`src/rtl/vls_seq_pkg.sv`:
```
// Package: shared state encoding and condition-field bit positions for the
// vector load/store early-exit sequencer. Assumes a 4-bit condition field.
package vls_seq_pkg;

    typedef enum logic [1:0] {
        ST_IDLE  = 2'd0,
        ST_ISSUE = 2'd1,
        ST_WAIT  = 2'd2
    } seq_state_e;

    localparam int COND_W   = 4;
    localparam int COND_ZERO = 0;
    localparam int COND_NEG  = 1;
    localparam int COND_POS  = 2;

endpackage

```
`src/rtl/vls_ea_gen.sv`:
```
// Module: per-element register index and effective-address generation.
// Forms base and destination register indices by adding the element number
// (modulo the register count) and adds the immediate to the base value.
// Assumes VL_W <= RIDX_W so the element number fits the index width.
module vls_ea_gen #(
    parameter int RIDX_W = 7,
    parameter int VL_W   = 6,
    parameter int DATA_W = 64
) (
    input  logic [RIDX_W-1:0] base_idx,
    input  logic [RIDX_W-1:0] dst_idx,
    input  logic [VL_W-1:0]   elem_idx,
    input  logic [DATA_W-1:0] imm,
    input  logic [DATA_W-1:0] base_val,
    output logic [RIDX_W-1:0] base_rd_idx,
    output logic [RIDX_W-1:0] dst_el_idx,
    output logic [DATA_W-1:0] eff_addr
);

    logic [RIDX_W-1:0] elem_ext;

    // Widen the element number to the register index width.
    always_comb elem_ext = RIDX_W'(elem_idx);

    // Index sums wrap around the register file; address is base value + imm.
    always_comb begin
        base_rd_idx = base_idx + elem_ext;
        dst_el_idx  = dst_idx + elem_ext;
        eff_addr    = base_val + imm;
    end

endmodule

```
`src/rtl/vls_cond_eval.sv`:
```
// Module: classifies a 64-bit value into a one-hot condition field
// (zero / negative / positive) and flags a match of the zero flag against
// the configured test bit. Purely combinational.
module vls_cond_eval
    import vls_seq_pkg::*;
#(
    parameter int DATA_W = 64
) (
    input  logic [DATA_W-1:0] value,
    input  logic              test_bit,
    output logic [COND_W-1:0] cond,
    output logic              hit
);

    logic is_zero;
    logic is_neg;

    // Derive the sign and zero properties of the tested value.
    always_comb begin
        is_zero = (value == '0);
        is_neg  = value[DATA_W-1];
    end

    // Build the one-hot field and compare its zero flag with the test bit.
    always_comb begin
        cond            = '0;
        cond[COND_ZERO] = is_zero;
        cond[COND_NEG]  = is_neg;
        cond[COND_POS]  = !is_zero && !is_neg;
        hit             = (cond[COND_ZERO] == test_bit);
    end

endmodule

```
`src/rtl/vls_seq_ctrl.sv`:
```
// Module: element sequencer. Latches the configuration on start and steps one
// element at a time through issue and wait phases, with a single memory
// request outstanding. Decides early exit from the classification result and
// produces the final length and the done pulse.
// Assumes memory holds mem_ack for one cycle per request, and that the
// register file reads combinationally and writes on the clock edge.
module vls_seq_ctrl
    import vls_seq_pkg::*;
#(
    parameter int RIDX_W = 7,
    parameter int VL_W   = 6,
    parameter int DATA_W = 64
) (
    input  logic              clk,
    input  logic              rst_n,
    input  logic              start,
    input  logic [VL_W-1:0]   cfg_vl,
    input  logic [RIDX_W-1:0] cfg_base_idx,
    input  logic [RIDX_W-1:0] cfg_dst_idx,
    input  logic [DATA_W-1:0] cfg_imm,
    input  logic              cfg_store,
    input  logic              cfg_test_bit,
    input  logic              cfg_inclusive,
    input  logic              mem_ack,
    input  logic [DATA_W-1:0] eff_addr,
    input  logic [DATA_W-1:0] store_data,
    input  logic [COND_W-1:0] cond,
    input  logic              hit,
    output logic              mem_req,
    output logic              mem_we,
    output logic [DATA_W-1:0] mem_addr,
    output logic [DATA_W-1:0] mem_wdata,
    output logic              rf_we,
    output logic              cr_we,
    output logic              busy,
    output logic              done,
    output logic [VL_W-1:0]   final_vl,
    output logic [VL_W-1:0]   elem_idx,
    output logic [RIDX_W-1:0] base_q,
    output logic [RIDX_W-1:0] dst_q,
    output logic [DATA_W-1:0] imm_q,
    output logic              test_q,
    output logic              store_q
);

    seq_state_e        state;
    logic [VL_W-1:0]   vl_q;
    logic [VL_W-1:0]   idx_nxt;
    logic              incl_q;
    logic              fail_q;
    logic              elem_fail;
    logic              done_q;
    logic [VL_W-1:0]   final_q;
    logic [DATA_W-1:0] addr_q;
    logic [DATA_W-1:0] wdata_q;

    // Next element number and the failure verdict used when the access ends.
    always_comb begin
        idx_nxt   = elem_idx + VL_W'(1);
        elem_fail = store_q ? fail_q : hit;
    end

    // Main sequencing: latch config, issue, wait, decide exit or advance.
    always_ff @(posedge clk) begin
        if (!rst_n) begin
            state    <= ST_IDLE;
            elem_idx <= '0;
            vl_q     <= '0;
            base_q   <= '0;
            dst_q    <= '0;
            imm_q    <= '0;
            test_q   <= 1'b0;
            store_q  <= 1'b0;
            incl_q   <= 1'b0;
            fail_q   <= 1'b0;
            done_q   <= 1'b0;
            final_q  <= '0;
            addr_q   <= '0;
            wdata_q  <= '0;
        end else begin
            done_q <= 1'b0;
            unique case (state)
                ST_IDLE: begin
                    if (start) begin
                        vl_q     <= cfg_vl;
                        base_q   <= cfg_base_idx;
                        dst_q    <= cfg_dst_idx;
                        imm_q    <= cfg_imm;
                        test_q   <= cfg_test_bit;
                        store_q  <= cfg_store;
                        incl_q   <= cfg_inclusive;
                        elem_idx <= '0;
                        fail_q   <= 1'b0;
                        if (cfg_vl == '0) begin
                            done_q  <= 1'b1;
                            final_q <= '0;
                        end else begin
                            state <= ST_ISSUE;
                        end
                    end
                end
                ST_ISSUE: begin
                    addr_q  <= eff_addr;
                    wdata_q <= store_data;
                    if (store_q) begin
                        fail_q <= hit;
                        if (hit && !incl_q) begin
                            state   <= ST_IDLE;
                            done_q  <= 1'b1;
                            final_q <= elem_idx;
                        end else begin
                            state <= ST_WAIT;
                        end
                    end else begin
                        state <= ST_WAIT;
                    end
                end
                ST_WAIT: begin
                    if (mem_ack) begin
                        if (elem_fail) begin
                            state   <= ST_IDLE;
                            done_q  <= 1'b1;
                            final_q <= incl_q ? idx_nxt : elem_idx;
                        end else if (idx_nxt == vl_q) begin
                            state   <= ST_IDLE;
                            done_q  <= 1'b1;
                            final_q <= vl_q;
                        end else begin
                            elem_idx <= idx_nxt;
                            state    <= ST_ISSUE;
                        end
                    end
                end
                default: state <= ST_IDLE;
            endcase
        end
    end

    // Drive the memory, register-write and condition-write strobes.
    always_comb begin
        mem_req   = (state == ST_WAIT);
        mem_we    = store_q;
        mem_addr  = addr_q;
        mem_wdata = wdata_q;
        rf_we     = (state == ST_WAIT) && !store_q && mem_ack;
        cr_we     = ((state == ST_ISSUE) && store_q) || rf_we;
        busy      = (state != ST_IDLE);
        done      = done_q;
        final_vl  = final_q;
    end

    AST_REQ_HELD: assert property (@(posedge clk) disable iff (!rst_n)
        (mem_req && !mem_ack) |=> (mem_req && $stable(mem_addr) && $stable(mem_we) && $stable(mem_wdata)));
    AST_COND_ONE_CLASS: assert property (@(posedge clk) disable iff (!rst_n)
        cr_we |-> ($countones(cond) == 1));
    AST_FINAL_BOUND: assert property (@(posedge clk) disable iff (!rst_n)
        done |-> (final_vl <= vl_q));
    AST_DONE_PULSE: assert property (@(posedge clk) disable iff (!rst_n)
        done |=> !done);
    AST_IDLE_QUIET: assert property (@(posedge clk) disable iff (!rst_n)
        !busy |-> (!mem_req && !rf_we && !cr_we));
    AST_SUPPRESS_STORE: assert property (@(posedge clk) disable iff (!rst_n)
        ((state == ST_ISSUE) && store_q && hit && !incl_q) |=> (!mem_req && done));
    AST_INCL_STORE_OUT: assert property (@(posedge clk) disable iff (!rst_n)
        ((state == ST_ISSUE) && store_q && hit && incl_q) |=> (mem_req && mem_we));
    AST_ZERO_VL: assert property (@(posedge clk) disable iff (!rst_n)
        (!busy && start && (cfg_vl == '0)) |=> (done && !busy && (final_vl == '0)));

endmodule

```
`src/rtl/vls_ffirst_seq.sv`:
```
// Module: top of the vector load/store sequencer with data-dependent early
// exit. Wires the address generator, the value classifier and the element
// sequencer to the memory, register-file and condition-field ports.
// Assumes a combinational register-file read and 64-bit elements only.
module vls_ffirst_seq
    import vls_seq_pkg::*;
#(
    parameter int RIDX_W = 7,
    parameter int VL_W   = 6,
    parameter int DATA_W = 64
) (
    input  logic              clk,
    input  logic              rst_n,
    input  logic              start,
    input  logic [VL_W-1:0]   cfg_vl,
    input  logic [RIDX_W-1:0] cfg_base_idx,
    input  logic [RIDX_W-1:0] cfg_dst_idx,
    input  logic [DATA_W-1:0] cfg_imm,
    input  logic              cfg_store,
    input  logic              cfg_test_bit,
    input  logic              cfg_inclusive,
    output logic              mem_req,
    output logic              mem_we,
    output logic [DATA_W-1:0] mem_addr,
    output logic [DATA_W-1:0] mem_wdata,
    input  logic              mem_ack,
    input  logic [DATA_W-1:0] mem_rdata,
    output logic [RIDX_W-1:0] rf_ra_idx,
    input  logic [DATA_W-1:0] rf_ra_data,
    output logic [RIDX_W-1:0] rf_rb_idx,
    input  logic [DATA_W-1:0] rf_rb_data,
    output logic              rf_we,
    output logic [RIDX_W-1:0] rf_wr_idx,
    output logic [DATA_W-1:0] rf_wr_data,
    output logic              cr_we,
    output logic [VL_W-1:0]   cr_idx,
    output logic [COND_W-1:0] cr_val,
    output logic              busy,
    output logic              done,
    output logic [VL_W-1:0]   final_vl
);

    logic [VL_W-1:0]   elem_idx;
    logic [RIDX_W-1:0] base_q;
    logic [RIDX_W-1:0] dst_q;
    logic [DATA_W-1:0] imm_q;
    logic              test_q;
    logic              store_q;
    logic [RIDX_W-1:0] dst_el_idx;
    logic [DATA_W-1:0] eff_addr;
    logic [DATA_W-1:0] tested_val;
    logic [COND_W-1:0] cond;
    logic              hit;

    vls_ea_gen #(
        .RIDX_W(RIDX_W),
        .VL_W  (VL_W),
        .DATA_W(DATA_W)
    ) u_ea (
        .base_idx   (base_q),
        .dst_idx    (dst_q),
        .elem_idx   (elem_idx),
        .imm        (imm_q),
        .base_val   (rf_ra_data),
        .base_rd_idx(rf_ra_idx),
        .dst_el_idx (dst_el_idx),
        .eff_addr   (eff_addr)
    );

    // Stores test the outgoing register value, loads test the returned data.
    always_comb tested_val = store_q ? rf_rb_data : mem_rdata;

    vls_cond_eval #(
        .DATA_W(DATA_W)
    ) u_cond (
        .value   (tested_val),
        .test_bit(test_q),
        .cond    (cond),
        .hit     (hit)
    );

    vls_seq_ctrl #(
        .RIDX_W(RIDX_W),
        .VL_W  (VL_W),
        .DATA_W(DATA_W)
    ) u_ctrl (
        .clk          (clk),
        .rst_n        (rst_n),
        .start        (start),
        .cfg_vl       (cfg_vl),
        .cfg_base_idx (cfg_base_idx),
        .cfg_dst_idx  (cfg_dst_idx),
        .cfg_imm      (cfg_imm),
        .cfg_store    (cfg_store),
        .cfg_test_bit (cfg_test_bit),
        .cfg_inclusive(cfg_inclusive),
        .mem_ack      (mem_ack),
        .eff_addr     (eff_addr),
        .store_data   (rf_rb_data),
        .cond         (cond),
        .hit          (hit),
        .mem_req      (mem_req),
        .mem_we       (mem_we),
        .mem_addr     (mem_addr),
        .mem_wdata    (mem_wdata),
        .rf_we        (rf_we),
        .cr_we        (cr_we),
        .busy         (busy),
        .done         (done),
        .final_vl     (final_vl),
        .elem_idx     (elem_idx),
        .base_q       (base_q),
        .dst_q        (dst_q),
        .imm_q        (imm_q),
        .test_q       (test_q),
        .store_q      (store_q)
    );

    // Route the per-element indices and classification to the output ports.
    always_comb begin
        rf_rb_idx  = dst_el_idx;
        rf_wr_idx  = dst_el_idx;
        rf_wr_data = mem_rdata;
        cr_idx     = elem_idx;
        cr_val     = cond;
    end

endmodule

```
`config.mk`:
```
export PLATFORM = sky130hd
export DESIGN_NAME = vls_ffirst_seq
export DESIGN_NICKNAME = d
export VERILOG_FILES = /design/src/rtl/vls_seq_pkg.sv /design/src/rtl/vls_ea_gen.sv /design/src/rtl/vls_cond_eval.sv /design/src/rtl/vls_seq_ctrl.sv /design/src/rtl/vls_ffirst_seq.sv
export SDC_FILE = /design/constraint.sdc
export NUM_CORES = 1
export LEC_CHECK = 0
export ABC_CLOCK_PERIOD_IN_PS = 7250
export CAP_MARGIN = 20
export CORE_ASPECT_RATIO = 0.7
export CORE_MARGIN = 3
export CORE_UTILIZATION = 40
export CTS_CLUSTER_DIAMETER = 30
export CTS_CLUSTER_SIZE = 30
export DETAILED_ROUTE_END_ITERATION = 6
export GPL_ROUTABILITY_DRIVEN = 0
export PLACE_DENSITY_LB_ADDON = 0.12
export SLEW_MARGIN = 20
export SYNTH_ARGS = -nofsm -noshare
export SYNTH_HDL_FRONTEND = slang
export SYNTH_SLANG_ARGS = --single-unit
export TNS_END_PERCENT = 50
```
`constraint.sdc`:
```
create_clock -name clk -period 7.25 [get_ports clk]
set_input_delay 1.45 -clock clk [delete_from_list [all_inputs] [get_ports clk]]
set_output_delay 1.45 -clock clk [all_outputs]
set_load 0.03 [all_outputs]
```
Yosys cells after proc, flatten, opt, wreduce, memory -nomap -nowiden
Index checks and enable logic that the tools add are counted.
{ "totals": {"elab_cells": 88, "out_inout_bits": 235, "ff_bits": 231, "inputBits": 283} }
{ "op_classes": {"mux": 35, "addsub": 4, "eq_ne": 13, "n_reduce_logical": 22} }
{ "op_table": {"columns": ["op", "n"], "rows": [
  ["$mux 6", 12],
  ["$add 64x64->64", 1],
  ["$logic_not 64->1", 1],
  ["$mux 64", 1],
  ["$pmux 6 s3", 1],
  ["$add 7x6->7", 2],
  ["$mux 2", 6],
  ["$pmux 6 s2", 1],
  ["$mux 1", 11],
  ["$ne 2x1->1 const B", 4],
  ["$ne 2x2->1 const B", 4],
  ["$reduce_and 7->1", 1],
  ["$add 6x1->6 const B", 1],
  ["$eq 6x6->1", 1],
  ["$logic_not 6->1", 1],
  ["$pmux 2 s3", 1],
  ["$reduce_and 3->1", 2],
  ["$reduce_bool 2->1", 3],
  ["$logic_and 1x1->1", 5],
  ["$reduce_and 5->1", 1],
  ["$logic_not 1->1", 4],
  ["$ne 3x1->1 const B", 1],
  ["$pmux 1 s3", 1],
  ["$reduce_bool 3->1", 1],
  ["7 further kinds", 7]
]} }

Depth between registers and ports, before layout
Gate-level depths: netlist of the first run.
{ "logic_depth": {"ltp_word": 7, "mapped_depth": 12, "mapped_depth_nobuf": 12} }

By module
Synthesis of the first run repeated with hierarchy kept, for this count alone.
{ "hier_totals": {"cells_unflattened": 1697, "hier_area_um2": 15069.5} }
{ "by_module_without_submodules": {"columns": ["mod", "cells_each", "n_inst", "area_per_inst_um2", "seq_area_each_um2"], "rows": [
  ["vls_seq_ctrl", 954, 1, 9182.6, 4624.4],
  ["vls_ea_gen", 574, 1, 4078.9, 0.0],
  ["vls_ffirst_seq", 142, 1, 1610.3, 0.0],
  ["vls_cond_eval", 27, 1, 197.7, 0.0]
]} }

Least setup slack after synthesis of the first run
Ideal clock, no wire load.
{ "synth_path": {"path_kind": "flip-flop to output port", "start": "register u_ctrl.elem_idx[0]", "end": "output rf_wr_idx[6]", "stages_incl_launch_ff": 11, "path_buffers": 1, "setup_slack_ns": 3.141, "required_time_ns": 5.800, "arrival_ns": 2.659, "cell_sequence": "dfxtp_1 ha_1 inv_1 fa_1 inv_1 a21oi_1 o21bai_1 a21o_1 a21oi_1 xnor2_1 buf_4"} }
{ "synth_via": {"elab_chain_cells": 1} }
{ "synth_rtl": {"columns": ["element", "line", "rtl"], "rows": [
  ["start: declaration", "vls_seq_ctrl.sv:38", "output logic [VL_W-1:0] elem_idx,"],
  ["start signal: assignment", "vls_seq_ctrl.sv:129", "elem_idx <= idx_nxt;"],
  ["$add 7x6->7", "vls_ea_gen.sv:28", "dst_el_idx = dst_idx + elem_ext;"],
  ["end: declaration", "vls_ffirst_seq.sv:33", "output logic [RIDX_W-1:0] rf_wr_idx,"]
]} }
No other way between the ends.

Final worst setup path of the first run
{ "layout_path": {"start": "input rf_rb_data[5]", "end": "output cr_val[0]"} }
{ "layout_via": {"elab_chain_cells": 2} }
{ "layout_rtl": {"columns": ["element", "line", "rtl"], "rows": [
  ["start: declaration", "vls_ffirst_seq.sv:31", "input logic [DATA_W-1:0] rf_rb_data,"],
  ["$mux 64", "vls_ffirst_seq.sv:71", "always_comb tested_val = store_q ? rf_rb_data : mem_rdata;"],
  ["$logic_not 64->1", "vls_cond_eval.sv:20", "is_zero = (value == '0);"],
  ["end: declaration", "vls_ffirst_seq.sv:37", "output logic [COND_W-1:0] cr_val,"]
]} }
No other way between the ends.

==> impl_summary.md, run 1 <==
Worst hold path
The endpoint with the worst hold slack is u_ctrl.mem_addr[42]$_SDFFE_PN0P_. The start point of the worst min-delay path is u_ctrl.mem_addr[42]$_SDFFE_PN0P_. The min-delay analysis places its worst path in the category reg2reg. The number of stages on the worst hold path is 2.

Global route
Across every metal layer, demand over resource in global routing totals 28.4%. The wire length of the first global-routing pass is 80.9 mm. The total overflow left after global routing is 0. The number of global-route vias before repair is 13400. The maximum number of pins on one net before global-route repair is 123. The number of antenna violations at the first check in global routing is 4.

Floorplanning
The top-level port count is 518. The die covers 36700 sq um. The core area is 33700 sq um. From left edge to right edge, the die measures 228 microns.

Measured along the y axis, the die boundary spans 161 microns. Row generation in the floorplan step produced 56 rows. For this configuration, the core starts out at a cell density of 40.8%.

Outcome
The run finished with clean final reports.

Drt
After detailed routing, the number of vias per cell comes to 5.37. The total via count in the routed design is 14000. For this run, design rule violations remaining after detail routing come to 0.

The first routing iteration left 1204 violations. Once detail routing completed, the nets flagged for antenna violations numbered 0. The first-pass iteration count of the detailed router is 7. The total detailed-routing wirelength is 54.9 mm.

The average wire length per cell after detail routing is 21.0 microns.

Place
The number of buffers inserted by port buffering is 516. In this run the cell area measured after placement is 18600 sq um. The wire-length estimate of the detail-placed layout is 42.8 mm.

Run
The number of max-cap violations is 0.

Synthesis
The count of cell types in the netlist is 72. The post-synthesis cell count is 1711. The number of nets handed over by synthesis was 2077. The post-synthesis cell area is 13800 sq um. For this run, the number of Yosys warnings is 0. The sequential cell area fraction in the yosys report is 33.6%.

The synthesized design contains 0 enable-type register cells. The number of storage elements in the synthesis netlist is 231. The share of synthesized flip-flops with an asynchronous set or reset is 0%. The average instance in the mapped netlist occupies 8.04 sq um. Among all flip-flop cells after synthesis, the most frequent one is sky130_fd_sc_hd__dfxtp_1.

Timing
Setup violations remaining at the end of the flow were counted as 0. The final period utilization is 78.0%. Based on the critical path, the design can be clocked at up to 177 MHz.

The post-route setup TNS is 0 ns. The final-report max-slew violation count was 0. The clock arrives with 0.0216 ns of skew.

The smallest clock period supported by the final layout is computed as 5.66 ns. Headroom to the max-slew limit came out at 26.7%. The number of hold-slack violations in the final timing report came to 0. The worst-case hold slack is 0.455 ns.

Setup repair after global routing left no endpoint under its margin. The transition time at the pin with the least slew margin is 1.10 ns.

Final layout
The synthesis-to-layout area growth is 47.3%. The summed area of non-filler cells in the final layout is 20300 sq um. Cells with a size suffix above 1 make up 6.00% of the layout. Cells fill 60.1% of the core in the end. The antenna diode instance count is 0. The net count of the finished layout is 2479.

Critical path
The start-to-end type of the worst setup path is in2out. The worst register-to-register path has a setup slack of 3.45 ns. The worst endpoint data arrival time is 4.21 ns. In this design, the stage delay of the slowest critical-path cell is 0.67 ns. Traced cell by cell, the critical path runs through clkdlybuf4s50_1 -> nor4_1 -> nand4_1 -> nor3_1 -> o22ai_1 -> inv_1 -> clkdlybuf4s50_1. The largest individual stage delay along the critical path comes from the cell sky130_fd_sc_hd__clkdlybuf4s50_1. Data on the critical path is required at its endpoint by 5.80 ns. The cell repeated most along the worst path is sky130_fd_sc_hd__clkdlybuf4s50_1.

The kind of start point of the critical path is an input pin. Measured in cells, the most critical reg-to-reg path has a length of 10. The cell family with the largest share of critical-path delay is simple AND/OR/NAND/NOR gates. In this run the worst path has a maximum fanout of 2.

The launching point of the worst reg2reg path is u_ctrl.mem_we$_SDFFE_PN0P_. The worst register-to-register path ends at u_ctrl.final_vl[4]$_SDFFE_PN0P_. The beginning of the critical path is rf_rb_data[5].

The critical path contains buffers and inverters numbering 3 combined. The worst setup path is captured at an output port.

Power
For this design the static power due to leakage is 8.02 nW. The worst voltage drop across the vdd grid is 210 uV. For this design the ratio of total power to cell area is 347 nW/um^2.

CTS
The number of hold buffers added after CTS is 0. The number of resized instances in the post-cts repair step is 0. TritonCTS created 47 clock buffers.

The later pin in the worst-skew pair is clocked with a latency of 0.56 ns. After clock tree synthesis, the setup repair step added 0 buffers. CTS saw 231 sinks. The H-tree was split into 2 levels.

The clock tree from TritonCTS is yes. The cell sitting at the root of the clock tree is a sky130_fd_sc_hd__clkbuf_16. No sink is reached through more buffers than the 3 on the longest clock path.

The clock-pin slew of the registers on the worst-case setup and hold paths is 0.04 ns.
==> per-stage QoR <==
step | setup WS (ns) | power [mW] | instances
detailed placement | 1.73 | 4.86 | 2528
floorplan | 3.14 | 3.72 | 1711
global placement | 1.74 | 4.81 | 2527
global route | 1.52 | 7.39 | 2615
CTS | 1.73 | 7.07 | 2615
finish | 1.59 | 7.04 | 2615
==> metal layers <==
| metal | part of all wire [%] | global-route usage [%] | up-vias |
|---|---|---|---|
| met5 | 0.080 | 0 | - |
| met4 | 2.6 | 7.92 | 6 |
| met3 | 9.0 | 7.65 | 79 |
| met2 | 43 | 43.0 | 595 |
| met1 | 45 | 39.9 | 6570 |
| li1 | - | - | 6784 |
==> Yosys cell counts (37+ instances only) <==
cell / count / area [sq um]
sky130_fd_sc_hd__nand2_1: 252 / 946
sky130_fd_sc_hd__dfxtp_1: 231 / 4620
sky130_fd_sc_hd__a21oi_1: 190 / 951
sky130_fd_sc_hd__nor2_1: 151 / 567
sky130_fd_sc_hd__mux2i_1: 102 / 1020
sky130_fd_sc_hd__ha_1: 80 / 1000
sky130_fd_sc_hd__buf_4: 76 / 571
sky130_fd_sc_hd__clkbuf_1: 66 / 248
sky130_fd_sc_hd__xnor2_1: 52 / 455
sky130_fd_sc_hd__o21ai_0: 51 / 255
sky130_fd_sc_hd__inv_1: 46 / 173
sky130_fd_sc_hd__a21o_1: 41 / 308
sky130_fd_sc_hd__nand3_1: 37 / 185
==> power by group <==
| part | switching (mW) | internal [mW] | total, mW |
|---|---|---|---|
| Clock | 0.772 | 1.40 | 2.17 |
| Sequential | 0.186 | 1.57 | 1.76 |
| Combinational | 1.86 | 1.24 | 3.10 |
==> layout by cell type (no fill, tap or decap), types with 9 or more instances in the layout <==
master,instances
sky130_fd_sc_hd__dfxtp_1,231
sky130_fd_sc_hd__clkdlybuf4s50_1,515
sky130_fd_sc_hd__o21ai_1,15
sky130_fd_sc_hd__o21ai_0,51
sky130_fd_sc_hd__a21oi_1,190
sky130_fd_sc_hd__and2_1,9
sky130_fd_sc_hd__clkbuf_16,47
sky130_fd_sc_hd__nor2_1,150
sky130_fd_sc_hd__xor2_1,18
sky130_fd_sc_hd__nand3_1,37
sky130_fd_sc_hd__mux2i_1,102
sky130_fd_sc_hd__o211ai_1,11
sky130_fd_sc_hd__o22ai_1,10
sky130_fd_sc_hd__o21bai_1,22
sky130_fd_sc_hd__nor3_1,25
sky130_fd_sc_hd__xnor2_1,52
sky130_fd_sc_hd__a31oi_1,9
sky130_fd_sc_hd__a21o_1,41
sky130_fd_sc_hd__ha_1,79
sky130_fd_sc_hd__nand2_1,251
sky130_fd_sc_hd__inv_1,45
sky130_fd_sc_hd__nor4_1,30
sky130_fd_sc_hd__o21a_1,10
sky130_fd_sc_hd__nand4_1,31
==> sequential cells by signal, summed over array words and instances, names as in the netlist <==
register / count
u_ctrl.base_q: 7
u_ctrl.test_q: 1
u_ctrl.mem_wdata: 64
u_ctrl.done: 1
u_ctrl.state: 2
u_ctrl.final_vl: 6
u_ctrl.mem_we: 1
u_ctrl.elem_idx: 6
u_ctrl.vl_q: 6
u_ctrl.mem_addr: 64
u_ctrl.incl_q: 1
u_ctrl.fail_q: 1
u_ctrl.dst_q: 7
u_ctrl.imm_q: 64
==> worst reg2reg max path, delay by kind of cell (launching register included) <==
| family | cells | cell delay, ns |
|---|---|---|
| DFF | 1 | 0.80 |
| and+or+nand+nor | 4 | 1.33 |
| xor gates and xnor gates | 1 | 0.32 |
| AOI/OAI and AO/OA | 5 | 1.25 |
==> layout make-up <==
type / count / area (sq um)
inverters: 46 / 178
clock buffers: 56 / 1260
flip-flops and latches: 231 / 4620
fillers: 3050 / 13400
well taps: 464 / 581
clock inverters: 31 / 349
multi-input cells: 1264 / 8040
repair buffers: 523 / 5230
==> cells by family after synthesis <==
logic type | share of synthesized area, %
AND/OR/NAND/NOR | 19.1
AO/OA/AOI/OAI | 19.2
flip-flops | 33.6
buffers and inverters | 8.14
multiplexers | 7.59
adder cells (fa/ha/maj) | 7.71
XOR/XNOR | 4.58
other | 0.0273
==> worst max-delay path by stage <==
stage,slack (ns),to,cells past startpoint
2_1_floorplan,3.14,rf_wr_idx[6],10
3_3_place_gp,1.74,cr_val[0],7
3_5_place_dp,1.73,cr_val[0],7
4_1_cts,1.73,cr_val[0],7
5_1_grt,1.52,cr_val[0],7
6_report,1.59,cr_val[0],7
Note: power is estimated with default switching activity, not from simulation.
==> run 2, diff against run 1 <==
--- a/config.mk
+++ b/config.mk
@@ -5,7 +5,7 @@
 export SDC_FILE = /design/constraint.sdc
 export NUM_CORES = 1
 export LEC_CHECK = 0
-export ABC_CLOCK_PERIOD_IN_PS = 7250
+export ABC_CLOCK_PERIOD_IN_PS = 5150
 export CAP_MARGIN = 20
 export CORE_ASPECT_RATIO = 0.7
 export CORE_MARGIN = 3
==> constraint.sdc (replaced) <==
create_clock -name clk -period 5.15 [get_ports clk]
set_input_delay 1.03 -clock clk [delete_from_list [all_inputs] [get_ports clk]]
set_output_delay 1.03 -clock clk [all_outputs]
set_load 0.03 [all_outputs]
==> run 2 against run 1 <==
  * Hold slack lost 0.00067 ns
  * Power grew 41%
  * Critical path depth is the same
  * Clock skew fell by 0.0048 ns
  * Largest power group unchanged
  * Sequential cell count did not move
==> impl_summary.md, run 2 (synthesized netlist as in run 1, its figures left out) <==
Timing
The number of hold-slack violations in the final timing report was 0 (unchanged). The setup slack of the critical path after layout is 0.473 ns (-1.12 ns). For the finished layout, the period the worst path requires is 4.68 ns. Based on the critical path, the design can be clocked at up to 214 MHz. Setup repair after global routing left no endpoint under its margin.

The transition time at the pin with the least slew margin is 1.12 ns (+0.0233 ns). The relative slew slack is 25.1% (-1.6 points). The final period utilization is 90.8%. The final-report max-slew violation count was 0 (unchanged). The post-route setup TNS is 0 ns (unchanged). The number of setup violations in the final report came to 0 (unchanged).

The worst-case clock skew is 0.0167 ns (-0.00483 ns).

CTS
The clock-pin slew of the registers on the worst-case setup and hold paths is 0.04 ns (about the same). The clock tree from TritonCTS is yes. The cell sitting at the root of the clock tree is a sky130_fd_sc_hd__clkbuf_16.

The number of buffers between clock root and the deepest sink is 3 (unchanged). The number of hold buffers added after CTS is 0 (unchanged). The number of sinks on the clock net is 231 (unchanged).

The post-CTS setup buffer count is 0 (unchanged). The clock latency on the worst-skew pair is 0.55 ns (about the same). The total clock buffers created by CTS was 47 (unchanged). The number of resized instances in the post-cts repair step was 0 (unchanged). The CTS H-tree depth is 2 (unchanged).

Floorplanning
The starting density of the core is 40.8% (unchanged). The overall die height is 161 microns (unchanged). The core area is 33700 sq um (unchanged).

The top-level port count is 518 (unchanged). The die boundary width is 228 microns (unchanged). The cell row count is 56 (unchanged). The die outline area is 36700 sq um (unchanged).

Drt
The number of DRC violations after detailed-routing iteration 0 is 1217 (+1.1%). The number of design rule violations left after detail routing was 0 (unchanged). The average wire length per cell after detail routing came to 21.0 microns (+0.22%). The met1 layer wirelength in the final routing is 24.4 mm (-0.75%). The number of nets still failing antenna checks after routing is 0 (unchanged). The total detailed-routing wirelength came to 55.0 mm (+0.22%). The sum of met2 wire segment lengths after detailed routing is 23.4 mm (-1.9%).

The highest metal layer carrying signal wires in the routed design is met5. The first-pass iteration count of the detailed router was 5 (-2). The total via count in the routed design is 14100 (+0.44%). The vias per cell is 5.39 (+0.44%). The met3 wire length is 5.10 mm (+2.7%).

Final layout
The count of filler cells inserted in the layout is 3031 (-0.62%). The net count of the finished layout is 2484 (+0.20%). Leaving out fill and tap cells, the most frequent cell in the layout is sky130_fd_sc_hd__clkdlybuf4s50_1. The antenna diode instance count is 0 (unchanged). The top cell types in the final layout, fill and taps aside, are 515 x sky130_fd_sc_hd__clkdlybuf4s50_1, 251 x sky130_fd_sc_hd__nand2_1, 231 x sky130_fd_sc_hd__dfxtp_1. The final cell count without fillers is 2615 (unchanged). The synthesis-to-layout area growth is 47.5%. The share of post-route cells with drive strength above 1 is 5.95% (-0.046 points).

Place
The sum of net half-perimeters after detailed placement is 42.9 mm (+0.11%). The setup slack after placement is 0.518 ns (-1.21 ns). The number of buffers inserted by port buffering is 516 (unchanged). The number of cells after detailed placement came to 2533 (+0.20%).

Run
The number of max-cap violations is 0 (unchanged).

Critical path
The launching point of the worst reg2reg path is u_ctrl.imm_q[32]$_SDFFE_PN0P_. The required time of the critical path is 4.12 ns (-1.68 ns). The critical path is of the in2out type. The worst-case reg-to-reg path depth came to 11 (+1).

STA classifies the critical path endpoint as an output port. The worst endpoint data arrival time came to 3.65 ns (-0.56 ns). The highest fanout seen on the critical path is 3 (+1). The worst setup slack for register-to-register paths is 1.67 ns (-1.78 ns). The beginning of the critical path is rf_rb_data[63]. The kind of start point of the critical path is an input pin.

The worst register-to-register path ends at u_ctrl.mem_addr[61]$_SDFFE_PN0P_.

Worst hold path
The start point of the worst min-delay path is u_ctrl.mem_addr[60]$_SDFFE_PN0P_. The number of stages on the worst hold path is 2 (unchanged). The worst hold path belongs to the class reg2reg. The endpoint with the worst hold slack is u_ctrl.mem_addr[60]$_SDFFE_PN0P_.

Power
The relative contribution of sequential cells to total power is 24.8% (-0.2 points). The leakage power is 8.06 nW (+0.42%). The switching portion of total power was 39.5% (-0.62 points). The share of power burned in the clock network was 31.1% (+0.2 points). The net switching power of the design is 3.92 mW (+39%). The relative contribution of combinational cells to total power is 44.0% (about the same).

The worst voltage drop across the vdd grid is 346 uV (+65%). The internal power is 6.02 mW (+43%). The total power divided by cell area is 490 nW/um^2 (+41%).

Global route
The all-layer global routing usage is 28.5% (+0.041 points). The wire length of the first global-routing pass is 81.2 mm (+0.32%). The number of global-route vias before repair is 13500 (+0.25%). The total global routing overflow is 0 (unchanged). The maximum number of pins on one net before global-route repair is 90 (-27%).

The number of antenna violations at the first check in global routing is 2 (-2).

Outcome
The flow ran to the end, and the final reports show no timing, DRC or antenna violations.
-- run 2: changes by cell type in the layout (fill, tap and decap cells not counted) --
cell / before / now
sky130_fd_sc_hd__buf_4: 6 / 12
sky130_fd_sc_hd__clkinv_4: 7 / 3
sky130_fd_sc_hd__clkinvlp_4: 7 / 4
sky130_fd_sc_hd__bufinv_16: 4 / 6
sky130_fd_sc_hd__inv_6: 5 / 3
sky130_fd_sc_hd__inv_8: 2 / 0
sky130_fd_sc_hd__buf_12: 1 / 0
sky130_fd_sc_hd__clkbuf_1: 4 / 5
sky130_fd_sc_hd__clkbuf_8: 5 / 6
sky130_fd_sc_hd__clkinv_2: 5 / 6
sky130_fd_sc_hd__inv_16: 0 / 1
-- run 2: layer usage --
layer / vias to the layer above / GRT usage [%]
met2: 648 / 42.3
met4: 4 / 10.1
met5: - / 0
met3: 96 / 7.16
li1: 6783 / -
met1: 6565 / 40.0
-- run 2: worst max path at each step --
| stage | to | slack (ns) | cells past startpoint |
|---|---|---|---|
| 6_report | cr_val[0] | 0.47 | 7 |
| 5_1_grt | cr_val[0] | 0.37 | 7 |
| 4_1_cts | cr_val[0] | 0.50 | 7 |
| 3_5_place_dp | cr_val[0] | 0.52 | 7 |
| 3_3_place_gp | cr_val[0] | 0.61 | 7 |
| 2_1_floorplan | rf_wr_idx[6] | 1.46 | 10 |
-- run 2: power groups by stage --
| stage | sequential (mW) | clock, mW | combinational (mW) |
|---|---|---|---|
| after detailed placement | 2.50 | 0 | 4.34 |
| after global placement | 2.48 | 0 | 4.31 |
| final | 2.47 | 3.10 | 4.38 |
| after CTS | 2.47 | 3.14 | 4.37 |
| after global routing | 2.52 | 3.24 | 4.68 |
| after floorplan | 3.01 | 0 | 2.22 |
-- run 2: area by class of cell --
cell class                 count  area (sq um)  share of cell area (%)
tap                          464           581                    2.86
sequential                   231          4620                    22.8
multi-input combinational   1264          8040                    39.6
timing repair buffer         528          5250                    25.9
clock buffer                  58          1280                    6.30
clock inverter                24           337                    1.66
inverter                      46           178                   0.876
-- run 2: per-stage QoR --
step / hold slack [ns] / instance area (sq um) / total power [mW] / utilization [%]
after floorplan: 0.440 / 13800 / 5.23 / -
after global placement: 0.440 / 18700 / 6.79 / 55.4
after detailed placement: 0.444 / 18700 / 6.84 / 55.4
after CTS: 0.454 / 20300 / 9.98 / 60.2
after global routing: 0.471 / 20300 / 10.4 / 60.2
final: 0.455 / 20300 / 9.94 / 60.2
-- run 2: critical path, cell delays in order --
cell and delay [ns]:
sky130_fd_sc_hd__clkdlybuf4s50_1 0.45, sky130_fd_sc_hd__nor4b_1 0.53, sky130_fd_sc_hd__nand4_1 0.17, sky130_fd_sc_hd__nor3_1 0.44, sky130_fd_sc_hd__o22ai_1 0.22, sky130_fd_sc_hd__inv_1 0.12
sky130_fd_sc_hd__clkdlybuf4s50_1 0.68
==> run 3, diff against run 2 <==
--- a/config.mk
+++ b/config.mk
@@ -15,6 +15,7 @@
 export DETAILED_ROUTE_END_ITERATION = 6
 export GPL_ROUTABILITY_DRIVEN = 0
 export PLACE_DENSITY_LB_ADDON = 0.12
+export SETUP_SLACK_MARGIN = 0.3
 export SLEW_MARGIN = 20
 export SYNTH_ARGS = -nofsm -noshare
 export SYNTH_HDL_FRONTEND = slang
==> results of run 3 <==
Same layout as run 2: the final DEF is identical, and so are final timing and power.
